[src/rtl/pwb_pkg.sv]
package pwb_pkg;

  typedef enum logic [1:0] {
    OP_IDLE  = 2'b00,
    OP_READ  = 2'b01,
    OP_WRITE = 2'b10,
    OP_RSVD  = 2'b11
  } op_e;

  // Strobes from control to datapath, valid in the command cycle
  typedef struct packed {
    logic rdIssue;   // start an array read and sample the bypass compare
    logic wrAccept;  // load the holding register with the command
    logic commit;    // push the held write into the array
    logic wrReject;  // write refused by the turnaround rule
  } strobe_t;

endpackage

[src/rtl/pwb_ctrl.sv]
module pwb_ctrl
  import pwb_pkg::*;
#(
  parameter int GAP_W = 2
) (
  input  logic       clk,
  input  logic       rst_n,
  input  logic       extraIdle,
  input  logic [1:0] cmdOp,
  input  logic       pending,
  output strobe_t    strb
);

  localparam logic [GAP_W-1:0] GAP_MAX = {GAP_W{1'b1}};
  localparam logic [GAP_W-1:0] NEED_LO = GAP_W'(1);
  localparam logic [GAP_W-1:0] NEED_HI = GAP_W'(2);

  // Non-read cycles seen since the last read, saturating
  logic [GAP_W-1:0] gapCnt;
  logic             isRead;
  logic             isWrite;
  logic             gapOk;

  assign isRead  = (cmdOp == OP_READ);
  assign isWrite = (cmdOp == OP_WRITE);
  assign gapOk   = (gapCnt >= (extraIdle ? NEED_HI : NEED_LO));

  always_comb begin
    strb          = '0;
    strb.rdIssue  = isRead;
    strb.wrAccept = isWrite && gapOk;
    strb.wrReject = isWrite && !gapOk;
    strb.commit   = isWrite && gapOk && pending;
  end

  always_ff @(posedge clk or negedge rst_n) begin
    if (!rst_n) begin
      gapCnt <= GAP_MAX;
    end else if (isRead) begin
      gapCnt <= '0;
    end else if (gapCnt != GAP_MAX) begin
      gapCnt <= gapCnt + 1'b1;
    end
  end

endmodule

[src/rtl/pwb_datapath.sv]
module pwb_datapath
  import pwb_pkg::*;
#(
  parameter int ADDR_W = 16,
  parameter int DATA_W = 32
) (
  input  logic              clk,
  input  logic              rst_n,
  input  strobe_t           strb,
  input  logic [ADDR_W-1:0] cmdAddr,
  input  logic [DATA_W-1:0] cmdData,
  input  logic [DATA_W-1:0] memRdata,
  output logic              memEn,
  output logic              memWe,
  output logic [ADDR_W-1:0] memAddr,
  output logic [DATA_W-1:0] memWdata,
  output logic              rdValid,
  output logic [DATA_W-1:0] rdData,
  output logic              protoErr,
  output logic              pending
);

  // Holding register for the posted write
  logic              bufValid;
  logic [ADDR_W-1:0] bufAddr;
  logic [DATA_W-1:0] bufData;

  // Read result pipeline
  logic              rdValidQ;
  logic              hitQ;
  logic [DATA_W-1:0] hitDataQ;
  logic              errQ;

  logic              addrHit;

  // Compare enabled only while a write is held
  assign addrHit = bufValid && (bufAddr == cmdAddr);

  assign memEn    = strb.rdIssue || strb.commit;
  assign memWe    = strb.commit;
  assign memAddr  = strb.commit ? bufAddr : cmdAddr;
  assign memWdata = bufData;

  always_ff @(posedge clk or negedge rst_n) begin
    if (!rst_n) begin
      bufValid <= 1'b0;
      bufAddr  <= '0;
      bufData  <= '0;
    end else if (strb.wrAccept) begin
      bufValid <= 1'b1;
      bufAddr  <= cmdAddr;
      bufData  <= cmdData;
    end
  end

  always_ff @(posedge clk or negedge rst_n) begin
    if (!rst_n) begin
      rdValidQ <= 1'b0;
      hitQ     <= 1'b0;
      hitDataQ <= '0;
      errQ     <= 1'b0;
    end else begin
      rdValidQ <= strb.rdIssue;
      hitQ     <= strb.rdIssue && addrHit;
      errQ     <= strb.wrReject;
      if (strb.rdIssue) begin
        hitDataQ <= bufData;
      end
    end
  end

  assign rdValid  = rdValidQ;
  assign rdData   = hitQ ? hitDataQ : memRdata;
  assign protoErr = errQ;
  assign pending  = bufValid;

endmodule

[src/rtl/posted_write_front.sv]
module posted_write_front
  import pwb_pkg::*;
#(
  parameter int ADDR_W = 16,
  parameter int DATA_W = 32
) (
  input  logic              clk,
  input  logic              rst_n,
  input  logic              extraIdle,
  input  logic [1:0]        cmdOp,
  input  logic [ADDR_W-1:0] cmdAddr,
  input  logic [DATA_W-1:0] cmdData,
  output logic              memEn,
  output logic              memWe,
  output logic [ADDR_W-1:0] memAddr,
  output logic [DATA_W-1:0] memWdata,
  input  logic [DATA_W-1:0] memRdata,
  output logic              rdValid,
  output logic [DATA_W-1:0] rdData,
  output logic              protoErr
);

  strobe_t strb;
  logic    pending;

  pwb_ctrl #(.GAP_W(2)) i_ctrl (
    .clk      (clk),
    .rst_n    (rst_n),
    .extraIdle(extraIdle),
    .cmdOp    (cmdOp),
    .pending  (pending),
    .strb     (strb)
  );

  pwb_datapath #(.ADDR_W(ADDR_W), .DATA_W(DATA_W)) i_dp (
    .clk     (clk),
    .rst_n   (rst_n),
    .strb    (strb),
    .cmdAddr (cmdAddr),
    .cmdData (cmdData),
    .memRdata(memRdata),
    .memEn   (memEn),
    .memWe   (memWe),
    .memAddr (memAddr),
    .memWdata(memWdata),
    .rdValid (rdValid),
    .rdData  (rdData),
    .protoErr(protoErr),
    .pending (pending)
  );

endmodule

[config.mk]
export PLATFORM = sky130hd
export DESIGN_NAME = posted_write_front
export DESIGN_NICKNAME = d
export VERILOG_FILES = /design/src/rtl/pwb_pkg.sv /design/src/rtl/pwb_ctrl.sv /design/src/rtl/pwb_datapath.sv /design/src/rtl/posted_write_front.sv
export SDC_FILE = /design/constraint.sdc
export NUM_CORES = 1
export LEC_CHECK = 0
export ABC_CLOCK_PERIOD_IN_PS = 2200
export BUFFER_PORTS_ARGS = -buffer_cell sky130_fd_sc_hd__buf_2
export CORE_MARGIN = 8
export CORE_UTILIZATION = 41
export DETAILED_ROUTE_END_ITERATION = 16
export PLACE_DENSITY_LB_ADDON = 0.3
export SYNTH_ARGS = -nofsm -noshare
export SYNTH_HDL_FRONTEND = slang
export SYNTH_HIERARCHICAL = 1
export SYNTH_SLANG_ARGS = --single-unit
[constraint.sdc]
create_clock -name clk -period 2.2 [get_ports clk]
set_input_delay 0.11 -clock clk [delete_from_list [all_inputs] [get_ports clk]]
set_output_delay 0.11 -clock clk [all_outputs]
set_load 0.05 [all_outputs]
==> reports/qor.txt, run 1 <==
Status: finished, violations left
Violated checks: setup timing
Average cell area after synthesis: 14.7 um2
Number of remaining DRC errors: 0
Reg-to-reg setup timing slack: 0.18 ns
Internal Power: 4.41 mW
Hold Crit Start: cmdAddr[2]
DIE WIDTH: 115 um
Clock Path Buffers: 2
Vias in the first global route: 3220
Cell row count: 36
Die H: 115 um
Via count: 2950
Clk_lat worst skew: 0.35 ns
R2r endpoint: i_dp/memWdata[20]
HPWL after DPL: 7270 um
Req. time, crit path: 2.09 ns
Synth Instances: 273
Tmin final: 2.46 ns
Avg Vias per Cell: 4.77
Initial antenna violation count: 0
Post-synthesis cell type with the largest combined area: dfrtp_1
RSZ-0062 raised after global routing: yes
Reg2reg path depth: 6
Met2 layer usage reported by global route: 0.266
Antenna Cells: 0
Sw frac: 0.433
Layout area overhead: 47.1%
Seq pwr share: 0.372
Max Clock Skew: 0.0146 ns
Area of the multi-input gates: 0.00186 mm2
CTS Buf Count: 9
P_sw: 3.37 mW
HP Class: input pin to flip-flop
Max capacitance violation total: 0
Busiest grt layer: met2
Final hold vios: 0
Routed Antenna Nets: 0
Remaining global-route overflow: 0
Leak: 2.74 nW
Layout cell share with drive strength beyond 1: 0.689
Max-slew violation count: 0
Fillcell total: 790
Post-route clock period utilization: 1.12
Most frequent cells in the layout: buf_2, mux2_2, dfrtp_1, dlygate4sd3_1
Maximum VDD drop: 780 uV
Placed insts: 565
Clock root cell: clkbuf_8
Most common cell after layout, fill and taps aside: buf_2
First drt pass iteration count: 4
Top post-synthesis cells by area: dfrtp_1, mux2_2, xnor2_1
GPL Wtd Cong: 0.767
Crit path max fanout: 5
Routed WL per cell: 17.3 um
First-pass GRT wire length: 16100 um
H-tree lvl count: 3
Final Instance Count excl. Fillers: 619
Combinational power share: 0.482
Synthesized area: 0.00402 mm2
Type of origin of the critical path: flip-flop
Global-route met1 utilization: 0.175
Reg area: 0.00215 mm2
Largest net degree at the start of global routing: 54
Routing usage on met3: 0.0431
Final setup fails: 17
Routed wire length: 10700 um
Initial Utilization: 0.417
Crit end category: primary output
Placeable Area: 0.00964 mm2
Hold path depth: 2
Ys Warns: 6
Power Density: 1320 mW/mm2
Post-synthesis cell type count: 24
Worst slew margin: 0.692
CP arrival: 2.35 ns
Max Freq: 407 MHz
CTS clk-pin slew, worst paths: 0.09 ns
Post-Syn Nets: 361
Worst setup margin: -0.260 ns
# port buffers: 168
Clock Sinks: 86
IO Count: 169
Total GRT Usage: 0.152
Initial DRC count: 75
Die area: 0.0132 mm2
Measured slew at the worst slew-check pin: 0.461 ns
Hold path endpoint: i_dp/bufAddr[2]
Nets: 569
WHS: 0.0336 ns
Clock share of power: 0.146
Seq/Total Area, Yosys: 0.536
TritonCTS clock tree: yes
Total Power: 7.78 mW
RR Startpoint: i_ctrl/gapCnt[0]
Synth Register Bits: 86
Worst setup path class: flip-flop to primary output
Top-area cell type share of the netlist area: 0.523
-- cell families after synthesis --
family / synth area share
buffers and inverters: 0.0243
DFF: 0.536
and+or+nand+nor: 0.0296
xor gates and xnor gates: 0.0371
muxes: 0.361
adders and majority gates: 0.00935
AOI/OAI and AO/OA: 0.00187
-- through the flow --
stage	utilization	TNS (ns)	setup WS, ns	cell area, um2
3_5_place_dp	0.525	0	0.00411	5060
2_1_floorplan	-	0	0.0401	4020
5_1_grt	0.613	-5.29	-0.325	5910
4_1_cts	0.592	-3.49	-0.244	5710
3_3_place_gp	0.525	0	0.0581	5060
6_report	0.613	-4.11	-0.260	5910
-- registers in the layout, indices dropped and copies added, names as in the netlist --
name / flops
i_dp/hitDataQ: 32
i_dp/protoErr: 1
i_dp/rdValid: 1
i_ctrl/gapCnt: 2
i_dp/memWdata: 32
i_dp/hitQ: 1
i_dp/pending: 1
i_dp/bufAddr: 16
-- routing by layer --
metal	vias to the layer above	wire length, um
met5	-	0
met4	0	157
met1	1452	4410
met2	93	5440
li1	1392	-
met3	13	668
-- final cells by class --
cell class	count	share of cell area
tap	133	0.0282
clock inverter	7	0.0138
multi-input combinational	167	0.315
inverter	3	0.00191
sequential	86	0.365
timing repair buffer	214	0.256
clock buffer	9	0.0210
-- power by group through the flow --
stage                     clock network [mW]  logic (mW)  registers [mW]
after global routing                    1.24        3.94            3.02
after CTS                               1.19        3.58            2.89
after floorplan                            0        1.56            3.86
final                                   1.14        3.75            2.89
after detailed placement                   0        3.42            2.92
after global placement                     0        3.35            2.88
-- timing repair --
item                                    CTS  global route
gates cloned                              0             3
buffers inserted                          0             2
endpoints found under the hold margin    65             0
resized for setup                        33            34
endpoints found under the setup margin   18            18
hold buffers                             33             0
pin swaps                                 0             1
-- Yosys cell counts (all sizes together) --
library cell / n
mux2i: 1
clkbuf: 3
mux2: 128
nand3: 1
nor2: 3
nand2b: 2
a211oi: 1
dfrtp: 84
dfstp: 2
buf: 14
nor2b: 1
nor3b: 1
ha: 3
or2: 2
xor2: 4
xnor2: 13
or4: 1
nor3: 1
inv: 3
nor4: 2
nand4: 3
-- critical path: stages (launching register included) --
cell and delay (ns):
dfstp_2 0.57, inv_2 0.05, ha_4 0.15, nor3b_2 0.17
nor4_4 0.26, buf_6 0.18, clkbuf_16 0.16, mux2_4 0.31
buf_8 0.15
-- worst max-delay path by stage --
stage	from	end	slack [ns]	depth (start not counted)
detailed placement	i_ctrl/gapCnt[0]	memEn	0.004	7
CTS	i_ctrl/gapCnt[0]	memAddr[11]	-0.24	7
global route	i_ctrl/gapCnt[0]	memAddr[14]	-0.32	8
finish	i_ctrl/gapCnt[0]	memAddr[14]	-0.26	8
floorplan	i_ctrl/gapCnt[0]	memAddr[10]	0.04	7
global placement	i_ctrl/gapCnt[0]	memEn	0.06	7
No activity file was read; power rests on OpenSTA's default activity.
==> inputs of run 2 (changes only) <==
RECOVER_POWER = 100   (was default)
==> reports/qor.txt, run 2 (synthesis results as in run 1) <==
Remaining global-route overflow: 0 (unchanged)
Fillcell total: 806 (was 790)
Max incr delay on CP: 0.57 ns (about the same)
Placeable Area: 0.00964 mm2 (unchanged)
Most common cell after layout, fill and taps aside: buf_2 (unchanged)
Antenna Cells: 0 (unchanged)
Number of remaining DRC errors: 0 (unchanged)
Via count: 2949 (was 2950)
Final core occ: 0.606 (was 0.613)
Tmin final: 2.46 ns (about the same)
Worst setup margin: -0.261 ns (was -0.260 ns)
Max capacitance violation total: 0 (unchanged)
Largest net degree at the start of global routing: 54 (unchanged)
Met2 Wirelength: 5420 um (was 5440 um)
Max Freq: 406 MHz (was 407 MHz)
CTS Buf Count: 9 (unchanged)
Final hold vios: 0 (unchanged)
Max Clock Skew: 0.0147 ns (was 0.0146 ns)
Final setup fails: 17 (unchanged)
Maximum VDD drop: 771 uV (was 780 uV)
WHS: 0.0308 ns (was 0.0336 ns)
RSZ-0062 raised after global routing: yes (unchanged)
Total GRT Usage: 0.152 (unchanged)
TritonCTS clock tree: yes (unchanged)
Area of the multi-input gates: 0.00185 mm2 (was 0.00186 mm2)
Vias in the first global route: 3220 (unchanged)
First drt pass iteration count: 3 (was 4)
Layout area overhead: 45.3% (was 47.1%)
Reg area: 0.00215 mm2 (unchanged)
Nets: 569 (unchanged)
Setup TNS: -4.12 ns (was -4.11 ns)
Clock Sinks: 86 (unchanged)
Clk_lat worst skew: 0.35 ns (about the same)
Routed WL per cell: 17.4 um (was 17.3 um)
H-tree lvl count: 3 (unchanged)
CTS clk-pin slew, worst paths: 0.09 ns (about the same)
Crit path max fanout: 5 (unchanged)
Avg Vias per Cell: 4.76 (was 4.77)
Post-route clock period utilization: 1.12 (about the same)
CP max stage cell: dfstp_2 (unchanged)
Max-slew violation count: 0 (unchanged)
Routed Antenna Nets: 0 (unchanged)
Die H: 115 um (unchanged)
Crit path cell chain: inv_2 > ha_4 > nor3b_2 > nor4_4 > buf_6 > clkbuf_16 > mux2_4 > buf_8 (unchanged)
WL met3: 676 um (was 668 um)
Top Layer Used: met4 (unchanged)
Clock root cell: clkbuf_8 (unchanged)
Crit end category: primary output (unchanged)
Worst setup path class: flip-flop to primary output (unchanged)
Final Instance Count excl. Fillers: 619 (unchanged)
Clock Path Buffers: 2 (unchanged)
CP arrival: 2.35 ns (about the same)
GPL Wtd Cong: 0.767 (unchanged)
Die area: 0.0132 mm2 (unchanged)
Initial antenna violation count: 0 (unchanged)
Wl on met1: 4490 um (was 4410 um)
Routed wire length: 10700 um (about the same)
Leak: 2.62 nW (was 2.74 nW)
Power Density: 1320 mW/mm2 (about the same)
Type of origin of the critical path: flip-flop (unchanged)
# port buffers: 168 (unchanged)
Status: finished, violations left (unchanged)
Layout cell share with drive strength beyond 1: 0.613 (was 0.689)
Initial DRC count: 68 (was 75)
IO Count: 169 (unchanged)
Cell row count: 36 (unchanged)
Req. time, crit path: 2.09 ns (about the same)
Initial Utilization: 0.417 (unchanged)
DIE WIDTH: 115 um (unchanged)
HPWL after DPL: 7270 um (unchanged)
Measured slew at the worst slew-check pin: 1.18 ns (was 0.461 ns)
Placed insts: 565 (unchanged)
Worst slew margin: 0.211 (was 0.692)
HP Class: input pin to flip-flop (unchanged)
Most frequent cells in the layout: buf_2, mux2_2, dfrtp_1, clkbuf_1, dlygate4sd3_1 (was buf_2, mux2_2, dfrtp_1, dlygate4sd3_1)
Violated checks: setup timing (unchanged)
First-pass GRT wire length: 16100 um (unchanged)
## run 2: cell count changes in the layout (fill, tap and decap cells not counted)
cell and change:
clkbuf_1 +36, buf_2 -35, buf_4 -2, buf_12 -1, clkbuf_2 +1, clkbuf_4 +1, nor2b_1 +1, nor2b_4 -1
## run 2: layout make-up
type | instances | area share
clock buffers | 9 | 0.0212
clock inverters | 7 | 0.0139
inverters | 3 | 0.00193
multi-input cells | 167 | 0.317
flip-flops and latches | 86 | 0.369
well taps | 133 | 0.0285
repair buffers | 214 | 0.248
## run 2: worst paths after layout
kind                                  startpoint                 to  slack [ns]  depth (start not counted)
worst min register to register      i_dp/pending       i_dp/pending        0.50                          1
worst max-delay path            i_ctrl/gapCnt[0]        memAddr[14]       -0.26                          8
min in group asynchronous                  rst_n  i_dp/hitDataQ[15]        0.41                          2
max in group asynchronous                  rst_n       i_dp/pending        0.46                          3
worst max register to register  i_ctrl/gapCnt[0]  i_dp/memWdata[20]        0.18                          6
worst min-delay path                  cmdAddr[2]    i_dp/bufAddr[2]        0.03                          2
## run 2: power by group
part           internal (mW)  switching [mW]  leakage [nW]  total (mW)
Combinational           1.41            2.25          1.50        3.66
Clock                  0.543           0.598         0.106        1.14
Sequential              2.37           0.531          1.02        2.90
Total                   4.32            3.38          2.62        7.70
## run 2: worst max-delay path: cells and delay by family (launching register included)
kind | cells | cell delay [ns]
adders and majority gates | 1 | 0.15
buffers and inverters | 4 | 0.54
DFF | 1 | 0.57
muxes | 1 | 0.31
and+or+nand+nor | 2 | 0.43
## run 2: repair_timing
action | CTS | global route
buffers inserted | 0 | 2
endpoints found under the hold margin | 65 | 0
pin swaps | 0 | 1
gates resized for setup | 33 | 34
cloned | 0 | 3
setup endpoints to repair | 18 | 18
hold buffers | 33 | 0
## run 2: through the flow
stage | power, mW | setup slack, ns | instance area (um2)
3_5_place_dp | 6.34 | 0.00411 | 5060
2_1_floorplan | 5.42 | 0.0401 | 4020
4_1_cts | 7.65 | -0.244 | 5710
6_report | 7.70 | -0.261 | 5840
5_1_grt | 8.12 | -0.325 | 5840
3_3_place_gp | 6.24 | 0.0581 | 5060
## run 2: per-layer routing
metal,vias up,GRT usage
met5,-,0
met4,0,0.0534
met3,13,0.0431
met2,91,0.266
met1,1453,0.175
li1,1392,-
